--- config.mk ---
export PLATFORM = sky130hd
export DESIGN_NAME = bfp_scaler
export DESIGN_NICKNAME = d
export VERILOG_FILES = /design/src/rtl/bfp_pkg.sv /design/src/rtl/bfp_delay.sv /design/src/rtl/bfp_max_track.sv /design/src/rtl/bfp_scale.sv /design/src/rtl/bfp_rescale.sv /design/src/rtl/bfp_scaler.sv
export SDC_FILE = /design/constraint.sdc
export NUM_CORES = 1
export LEC_CHECK = 0
export ABC_AREA = 1
export BUFFER_PORTS_ARGS = -buffer_cell sky130_fd_sc_hd__buf_4
export CAP_MARGIN = 20
export CORE_UTILIZATION = 43
export CTS_BUF_LIST = sky130_fd_sc_hd__clkbuf_8
export CTS_CLUSTER_SIZE = 30
export DETAILED_ROUTE_END_ITERATION = 12
export GPL_TIMING_DRIVEN = 1
export PLACE_DENSITY = 0.59
export SLEW_MARGIN = 20
export SYNTH_ARGS = -nofsm -noshare
export SYNTH_HDL_FRONTEND = slang
export SYNTH_SLANG_ARGS = --single-unit
--- constraint.sdc ---
create_clock -name clk_i -period 5.85 [get_ports clk_i]
set_clock_uncertainty 0.05 [all_clocks]
set_input_delay 0.8775 -clock clk_i [delete_from_list [all_inputs] [get_ports clk_i]]
set_output_delay 0.8775 -clock clk_i [all_outputs]
set_load 0.03 [all_outputs]
--- src/rtl/bfp_pkg.sv ---
package bfp_pkg;
  localparam int unsigned EXP_W_D  = 8;
  localparam int unsigned MAN_W_D  = 23;
  localparam int unsigned TEXP_W_D = 6;
  localparam int unsigned SCL_LAT  = 6;
endpackage

--- src/rtl/bfp_delay.sv ---
module bfp_delay #(
  parameter int unsigned W = 1,
  parameter int unsigned D = 1
) (
  input  logic         clk_i,
  input  logic         rst_ni,
  input  logic [W-1:0] d_i,
  output logic [W-1:0] q_o
);
  logic [W-1:0] stg_q [D];

  for (genvar i = 0; i < D; i++) begin : g_stg
    if (i == 0) begin : g_head
      always_ff @(posedge clk_i or negedge rst_ni)
        if (!rst_ni) stg_q[i] <= '0;
        else         stg_q[i] <= d_i;
    end else begin : g_tail
      always_ff @(posedge clk_i or negedge rst_ni)
        if (!rst_ni) stg_q[i] <= '0;
        else         stg_q[i] <= stg_q[i-1];
    end
  end

  assign q_o = stg_q[D-1];
endmodule

--- src/rtl/bfp_max_track.sv ---
module bfp_max_track #(
  parameter int unsigned EXP_W = 8
) (
  input  logic             clk_i,
  input  logic             rst_ni,
  input  logic             vld_i,
  input  logic             last_i,
  input  logic [EXP_W-1:0] exp_i,
  output logic [EXP_W-1:0] blk_exp_o
);
  logic [EXP_W-1:0] run_q, blk_q, cand;

  assign cand = (exp_i > run_q) ? exp_i : run_q;

  always_ff @(posedge clk_i or negedge rst_ni) begin
    if (!rst_ni) begin
      run_q <= '0;
      blk_q <= '0;
    end else if (vld_i) begin
      if (last_i) begin
        blk_q <= cand;
        run_q <= '0;
      end else begin
        run_q <= cand;
      end
    end
  end

  assign blk_exp_o = blk_q;

  a_r2_run_grow: assert property (@(posedge clk_i) disable iff (!rst_ni)
    (vld_i && !last_i) |=> (run_q >= $past(run_q)));
  a_r7_blk_hold: assert property (@(posedge clk_i) disable iff (!rst_ni)
    !(vld_i && last_i) |=> $stable(blk_exp_o));
endmodule

--- src/rtl/bfp_scale.sv ---
module bfp_scale #(
  parameter int unsigned EXP_W = 8,
  parameter int unsigned MAN_W = 23,
  localparam int unsigned FIX_W = MAN_W + 1,
  localparam int unsigned FLT_W = EXP_W + MAN_W + 1,
  localparam int unsigned SH_W  = EXP_W + 1
) (
  input  logic             clk_i,
  input  logic             rst_ni,
  input  logic             vld_i,
  input  logic [FLT_W-1:0] data_i,
  input  logic [EXP_W-1:0] blk_exp_i,
  output logic             vld_o,
  output logic [FIX_W-1:0] fix_o
);
  logic             sgn_d;
  logic [EXP_W-1:0] exp_d, diff_d;
  logic [SH_W-1:0]  sh_d;

  assign sgn_d  = data_i[FLT_W-1];
  assign exp_d  = data_i[MAN_W +: EXP_W];
  assign diff_d = (exp_d > blk_exp_i) ? '0 : blk_exp_i - exp_d;
  assign sh_d   = {1'b0, diff_d} + SH_W'(1);

  // stage a: decode
  logic             a_vld_q, a_sgn_q, a_zero_q;
  logic [FIX_W-1:0] a_man_q;
  logic [SH_W-1:0]  a_sh_q;
  // stage b: align
  logic             b_vld_q, b_sgn_q;
  logic [FIX_W-1:0] b_mag_q;
  // stage c: sign
  logic             c_vld_q;
  logic [FIX_W-1:0] c_fix_q;

  always_ff @(posedge clk_i or negedge rst_ni) begin
    if (!rst_ni) begin
      a_vld_q <= 1'b0; a_sgn_q <= 1'b0; a_zero_q <= 1'b0;
      a_man_q <= '0;   a_sh_q  <= '0;
      b_vld_q <= 1'b0; b_sgn_q <= 1'b0; b_mag_q <= '0;
      c_vld_q <= 1'b0; c_fix_q <= '0;
    end else begin
      a_vld_q  <= vld_i;
      a_sgn_q  <= sgn_d;
      a_zero_q <= (exp_d == '0);
      a_man_q  <= {1'b1, data_i[MAN_W-1:0]};
      a_sh_q   <= sh_d;
      b_vld_q  <= a_vld_q;
      b_sgn_q  <= a_sgn_q;
      b_mag_q  <= (a_zero_q || a_sh_q >= SH_W'(FIX_W)) ? '0 : a_man_q >> a_sh_q;
      c_vld_q  <= b_vld_q;
      c_fix_q  <= b_sgn_q ? -b_mag_q : b_mag_q;
    end
  end

  bfp_delay #(.W(FIX_W + 1), .D(3)) u_tail (
    .clk_i (clk_i),
    .rst_ni(rst_ni),
    .d_i   ({c_vld_q, c_fix_q}),
    .q_o   ({vld_o, fix_o})
  );

  logic [3:0] inflight_q;
  always_ff @(posedge clk_i or negedge rst_ni)
    if (!rst_ni) inflight_q <= '0;
    else         inflight_q <= inflight_q + 4'(vld_i) - 4'(vld_o);

  a_r3_no_orphan: assert property (@(posedge clk_i) disable iff (!rst_ni)
    vld_o |-> (inflight_q != '0));
  a_r5_zero_flush: assert property (@(posedge clk_i) disable iff (!rst_ni)
    (a_vld_q && a_zero_q) |=> (b_mag_q == '0));
  a_r4_no_min: assert property (@(posedge clk_i) disable iff (!rst_ni)
    vld_o |-> (fix_o != {1'b1, {(FIX_W-1){1'b0}}}));
endmodule

--- src/rtl/bfp_rescale.sv ---
module bfp_rescale #(
  parameter int unsigned EXP_W  = 8,
  parameter int unsigned MAN_W  = 23,
  parameter int unsigned TEXP_W = 6,
  localparam int unsigned FIX_W = MAN_W + 1,
  localparam int unsigned FLT_W = EXP_W + MAN_W + 1,
  localparam int unsigned SUM_W = EXP_W + 4,
  localparam int unsigned P_W   = $clog2(FIX_W),
  localparam int unsigned EMAX  = (1 << EXP_W) - 1
) (
  input  logic              clk_i,
  input  logic              rst_ni,
  input  logic              vld_i,
  input  logic [FIX_W-1:0]  fix_i,
  input  logic [TEXP_W-1:0] texp_i,
  input  logic [EXP_W-1:0]  blk_exp_i,
  output logic              vld_o,
  output logic [FLT_W-1:0]  flt_o
);
  logic signed [SUM_W-1:0] base_d;
  assign base_d = $signed({{(SUM_W-EXP_W){1'b0}}, blk_exp_i})
                + $signed({{(SUM_W-TEXP_W){texp_i[TEXP_W-1]}}, texp_i})
                - $signed(SUM_W'(MAN_W - 1));

  // stage a: magnitude and exponent base
  logic                    a_vld_q, a_sgn_q;
  logic [FIX_W-1:0]        a_abs_q;
  logic signed [SUM_W-1:0] a_base_q;
  // stage b: leading one
  logic                    b_vld_q, b_sgn_q, b_zero_q;
  logic [FIX_W-1:0]        b_abs_q;
  logic [P_W-1:0]          b_p_q;
  logic signed [SUM_W-1:0] b_base_q;
  // stage c: normalise
  logic                    c_vld_q, c_sgn_q, c_zero_q;
  logic [MAN_W-1:0]        c_man_q;
  logic signed [SUM_W-1:0] c_exp_q;
  // stage d: pack
  logic                    d_vld_q;
  logic [FLT_W-1:0]        d_flt_q;

  logic [P_W-1:0] lead_p;
  always_comb begin
    lead_p = '0;
    for (int i = 0; i < FIX_W; i++)
      if (a_abs_q[i]) lead_p = P_W'(i);
  end

  logic [P_W-1:0] norm_sh;
  assign norm_sh = P_W'(MAN_W) - b_p_q;

  always_ff @(posedge clk_i or negedge rst_ni) begin
    if (!rst_ni) begin
      a_vld_q <= 1'b0; a_sgn_q <= 1'b0; a_abs_q <= '0; a_base_q <= '0;
      b_vld_q <= 1'b0; b_sgn_q <= 1'b0; b_zero_q <= 1'b0;
      b_abs_q <= '0;   b_p_q   <= '0;   b_base_q <= '0;
      c_vld_q <= 1'b0; c_sgn_q <= 1'b0; c_zero_q <= 1'b0;
      c_man_q <= '0;   c_exp_q <= '0;
      d_vld_q <= 1'b0; d_flt_q <= '0;
    end else begin
      a_vld_q  <= vld_i;
      a_sgn_q  <= fix_i[FIX_W-1];
      a_abs_q  <= fix_i[FIX_W-1] ? -fix_i : fix_i;
      a_base_q <= base_d;
      b_vld_q  <= a_vld_q;
      b_sgn_q  <= a_sgn_q;
      b_zero_q <= (a_abs_q == '0);
      b_abs_q  <= a_abs_q;
      b_p_q    <= lead_p;
      b_base_q <= a_base_q;
      c_vld_q  <= b_vld_q;
      c_sgn_q  <= b_sgn_q;
      c_zero_q <= b_zero_q;
      c_man_q  <= MAN_W'(b_abs_q << norm_sh);
      c_exp_q  <= b_base_q + $signed({{(SUM_W-P_W){1'b0}}, b_p_q});
      d_vld_q  <= c_vld_q;
      if (c_zero_q || c_exp_q <= 0)
        d_flt_q <= '0;
      else if (c_exp_q >= $signed(SUM_W'(EMAX)))
        d_flt_q <= {c_sgn_q, EXP_W'(EMAX - 1), {MAN_W{1'b1}}};
      else
        d_flt_q <= {c_sgn_q, c_exp_q[EXP_W-1:0], c_man_q};
    end
  end

  bfp_delay #(.W(FLT_W + 1), .D(2)) u_tail (
    .clk_i (clk_i),
    .rst_ni(rst_ni),
    .d_i   ({d_vld_q, d_flt_q}),
    .q_o   ({vld_o, flt_o})
  );

  a_r10_zero_flush: assert property (@(posedge clk_i) disable iff (!rst_ni)
    (c_vld_q && c_zero_q) |=> (d_flt_q == '0));
  a_r10_pos_zero: assert property (@(posedge clk_i) disable iff (!rst_ni)
    (vld_o && flt_o[FLT_W-2:0] == '0) |-> !flt_o[FLT_W-1]);
  a_r11_no_inf: assert property (@(posedge clk_i) disable iff (!rst_ni)
    vld_o |-> (flt_o[MAN_W +: EXP_W] != '1));
endmodule

--- src/rtl/bfp_scaler.sv ---
module bfp_scaler
  import bfp_pkg::*;
#(
  parameter int unsigned EXP_W  = EXP_W_D,
  parameter int unsigned MAN_W  = MAN_W_D,
  parameter int unsigned TEXP_W = TEXP_W_D,
  localparam int unsigned FIX_W = MAN_W + 1,
  localparam int unsigned FLT_W = EXP_W + MAN_W + 1
) (
  input  logic              clk_i,
  input  logic              rst_ni,
  input  logic              in_valid_i,
  input  logic              in_pass_i,
  input  logic              in_last_i,
  input  logic [FLT_W-1:0]  in_data_i,
  output logic [EXP_W-1:0]  blk_exp_o,
  output logic              fix_valid_o,
  output logic [FIX_W-1:0]  fix_data_o,
  input  logic              ret_valid_i,
  input  logic [FIX_W-1:0]  ret_data_i,
  input  logic [TEXP_W-1:0] xfm_exp_i,
  output logic              flt_valid_o,
  output logic [FLT_W-1:0]  flt_data_o
);
  logic trk_vld, scl_vld;
  assign trk_vld = in_valid_i && !in_pass_i;
  assign scl_vld = in_valid_i &&  in_pass_i;

  bfp_max_track #(.EXP_W(EXP_W)) u_track (
    .clk_i    (clk_i),
    .rst_ni   (rst_ni),
    .vld_i    (trk_vld),
    .last_i   (in_last_i),
    .exp_i    (in_data_i[MAN_W +: EXP_W]),
    .blk_exp_o(blk_exp_o)
  );

  bfp_scale #(.EXP_W(EXP_W), .MAN_W(MAN_W)) u_scale (
    .clk_i    (clk_i),
    .rst_ni   (rst_ni),
    .vld_i    (scl_vld),
    .data_i   (in_data_i),
    .blk_exp_i(blk_exp_o),
    .vld_o    (fix_valid_o),
    .fix_o    (fix_data_o)
  );

  bfp_rescale #(.EXP_W(EXP_W), .MAN_W(MAN_W), .TEXP_W(TEXP_W)) u_rescale (
    .clk_i    (clk_i),
    .rst_ni   (rst_ni),
    .vld_i    (ret_valid_i),
    .fix_i    (ret_data_i),
    .texp_i   (xfm_exp_i),
    .blk_exp_i(blk_exp_o),
    .vld_o    (flt_valid_o),
    .flt_o    (flt_data_o)
  );
endmodule

==> run metrics <==
status=complete, but fails checks; violated checks=design-rule violations; CTS tree=built; CTS Buf Count=67; crit end category=flip-flop; cell internal pwr=6.13 mW; Sw Ratio=0.350; pin count of the biggest net entering global routing=between 100 and 150; TritonRoute pass-1 iters=10; Synth Flop Type=dfrtp_1; row cnt=69; total gr overflow=0; final hold vios=0; Die X-Extent=193 um; top cells by area, synth=dfrtp_1, nand2_1, nor2_1, o21ai_0, inv_1; n_diodes=0; final setup fails=0; worst vdd ir=208 uV; Tot Pwr=9.44 mW; LEAKAGE=8.92 nW; HP Class=flip-flop to flip-flop; PortBufs=133; FFs w/ async S/R, synth=1.00; cell taking the most area after synthesis=dfrtp_1; Final min period=3.15 ns; Ys Warns=0; CP Max Fanout=28; setup bufs post-CTS=0; worst slack, placed=2.49 ns; NetSw=3.31 mW; dpl cells=1986; RSZ-0062 raised after global routing=no; drt drc=8; Max Transition Viols Final=0; post-synth top area share=0.630; worst r2r path cells=8; initial antenna violation count=0; placed cell area=16800 um^2; clk sinks=roughly 400; hold path cells=0; sequential fraction of the synthesis area=0.630; final estimated routing congestion in global placement=between 0.8 and 0.9; worst skew pair latency=0.59 ns; hold_buf cts=0; Total GRT Usage=0.159; Tcrit/Tclk final=0.539; Slew Limit Headroom=0.382; clock power share=0.263; Synth Register Bits=396; DIE AREA=37300 um^2; Hold WS=0.273 ns; core area=between 30000 and 40000 um^2; Cells after Synth=1490; Final Net Count=approximately 1.7k; vias in the first global route=9859; clock-pin slew on the worst setup and hold paths=0.06 ns; global-route wire length before repair=48300 um; # IOs=134; Setup WS post-layout=2.70 ns; Finished Cell Area=18200 um^2; Starting DRT DRC Count=444; WP data required=~6.3 ns; CP Class=flip-flop to flip-flop; detail-routed via count per cell=4.62; Die Ht=193 um; routed via count=9711; depth of the CTS H-tree=3; hpwl dp=just under 20000 um; type of origin of the critical path=flip-flop; Longest Clk Path Bufs=3; setup TNS=0 ns; Starting Density=0.440; fin util=0.508; Power per Cell Area=520 nW/um^2; CTS root buf=clkbuf_8; DRT antenna net count=0; final non-filler cell total=2103; Gate power share=0.300; Area Overhead vs Synth=15.6%; Synth Cell Area=15700 um^2; Mean Syn Cell Area=10.6 um^2; Worst-Margin Slew=0.928 ns; Post-synth EDFFs=0; Max Clock Freq=roughly 320 MHz; layout cell share with drive strength beyond 1=0.166; post-DR wirelength/cell=13.2 um; Synth Net Count=1595; number of gates resized after cts=0; Seq pwr share=0.437; drt total wl=27800 um; Max Cap Viol=0; post-synth cell types=53; Worst Path Arrival=3.60 ns
[metal layers]
metal | global-route usage | up-vias | wire length [um]
met4 | 0.0693 | 0 | 633
met5 | 0 | - | 0
li1 | - | 4954 | -
met2 | 0.231 | 220 | 12200
met1 | 0.222 | 4488 | 13300
met3 | 0.0455 | 49 | 1690
[state kept, by name, indices dropped and copies added, names as in the netlist, 25 cells and up]
name / cells
u_scale.u_tail.stg_q: 50
u_rescale.u_tail.q_o: 33
u_rescale.u_tail.stg_q: 33
u_rescale.d_flt_q: 32
u_scale.u_tail.q_o: 25
[synth_stat cells, types with 3 or more instances]
master,instances
o21ai_1,4
xnor2_1,28
o21bai_1,3
xor2_1,48
nor4_1,9
o22ai_1,17
buf_4,57
inv_1,128
o221ai_1,3
ha_1,34
a22oi_1,3
nand3_1,63
a21oi_1,45
o31ai_1,4
clkbuf_1,34
buf_1,4
o21ai_0,98
nand4_1,4
o211ai_1,13
dfrtp_1,396
nand2_1,253
fa_1,3
nor3_1,12
or2_2,4
a31oi_1,9
a211oi_1,3
clkinv_1,7
nor3_2,8
nor2_1,149
mux2i_1,11
buf_2,6
[worst max-delay path, stage by stage (launching register included)]
cell and delay [ns]:
dfrtp_1 0.67, clkinv_1 0.69, fa_1 0.67, o21ai_0 0.28, a21oi_1 0.11, nor2_1 0.18, nand3_1 0.13, nor2_1 0.13
xor2_1 0.16
[cell usage in the layout, fill, tap and decap left out, types with 9 or more instances in the layout]
master,netlist,final
nand3_1,63,63
clkinv_2,0,11
clkbuf_8,0,88
xnor2_1,28,28
a21oi_1,45,45
nor4_1,9,9
o211ai_1,13,13
xor2_1,48,48
nor2_1,149,149
ha_1,34,34
inv_1,128,137
dfrtp_1,396,396
o21ai_0,98,98
o22ai_1,17,17
a31oi_1,9,9
nor3_1,12,12
mux2i_1,11,11
nand2_1,253,253
buf_4,57,133
[power by group through the flow]
stage	clock network (mW)	registers, mW	logic [mW]
2_1_floorplan	0	4.00	2.33
3_3_place_gp	0	4.17	2.83
3_5_place_dp	0	4.19	2.85
4_1_cts	2.59	4.15	2.86
5_1_grt	2.73	4.25	3.19
6_report	2.48	4.13	2.83
[path summary, 6_finish.rpt]
path                                            start                    endpoint  slack (ns)
worst max-delay path               u_rescale.b_p_q[1]       u_rescale.c_exp_q[10]        2.70
worst min-delay path            u_rescale.d_flt_q[19]  u_rescale.u_tail.stg_q[52]        0.27
worst max register to register     u_rescale.b_p_q[1]       u_rescale.c_exp_q[10]        2.70
worst min register to register  u_rescale.d_flt_q[19]  u_rescale.u_tail.stg_q[52]        0.27
max in group asynchronous                      rst_ni          u_scale.a_man_q[1]        4.15
min in group asynchronous                      rst_ni       u_rescale.d_flt_q[24]        0.35
[logic make-up (layout without fill, tap and decap cells)]
kind of cell	count (synthesis)	in the layout	synth area share
other	1	1	0.000238
DFF	396	396	0.630
xor gates and xnor gates	76	76	0.0423
and+or+nand+nor	518	518	0.140
adders and majority gates	37	37	0.0309
AOI/OAI and AO/OA	214	214	0.0786
muxes	11	11	0.00700
buffers and inverters	237	389	0.0706
[layout make-up]
| type | count | area [um^2] |
|---|---|---|
| tap | 461 | 577 |
| fill | 3206 | 17600 |
| clock buffer | 88 | 1210 |
| timing repair buffer | 136 | 1050 |
| clock inverter | 29 | 204 |
| inverter | 136 | 510 |
| sequential | 396 | 9910 |
| multi-input combinational | 857 | 4710 |
Power figures use the tool's default switching activity.
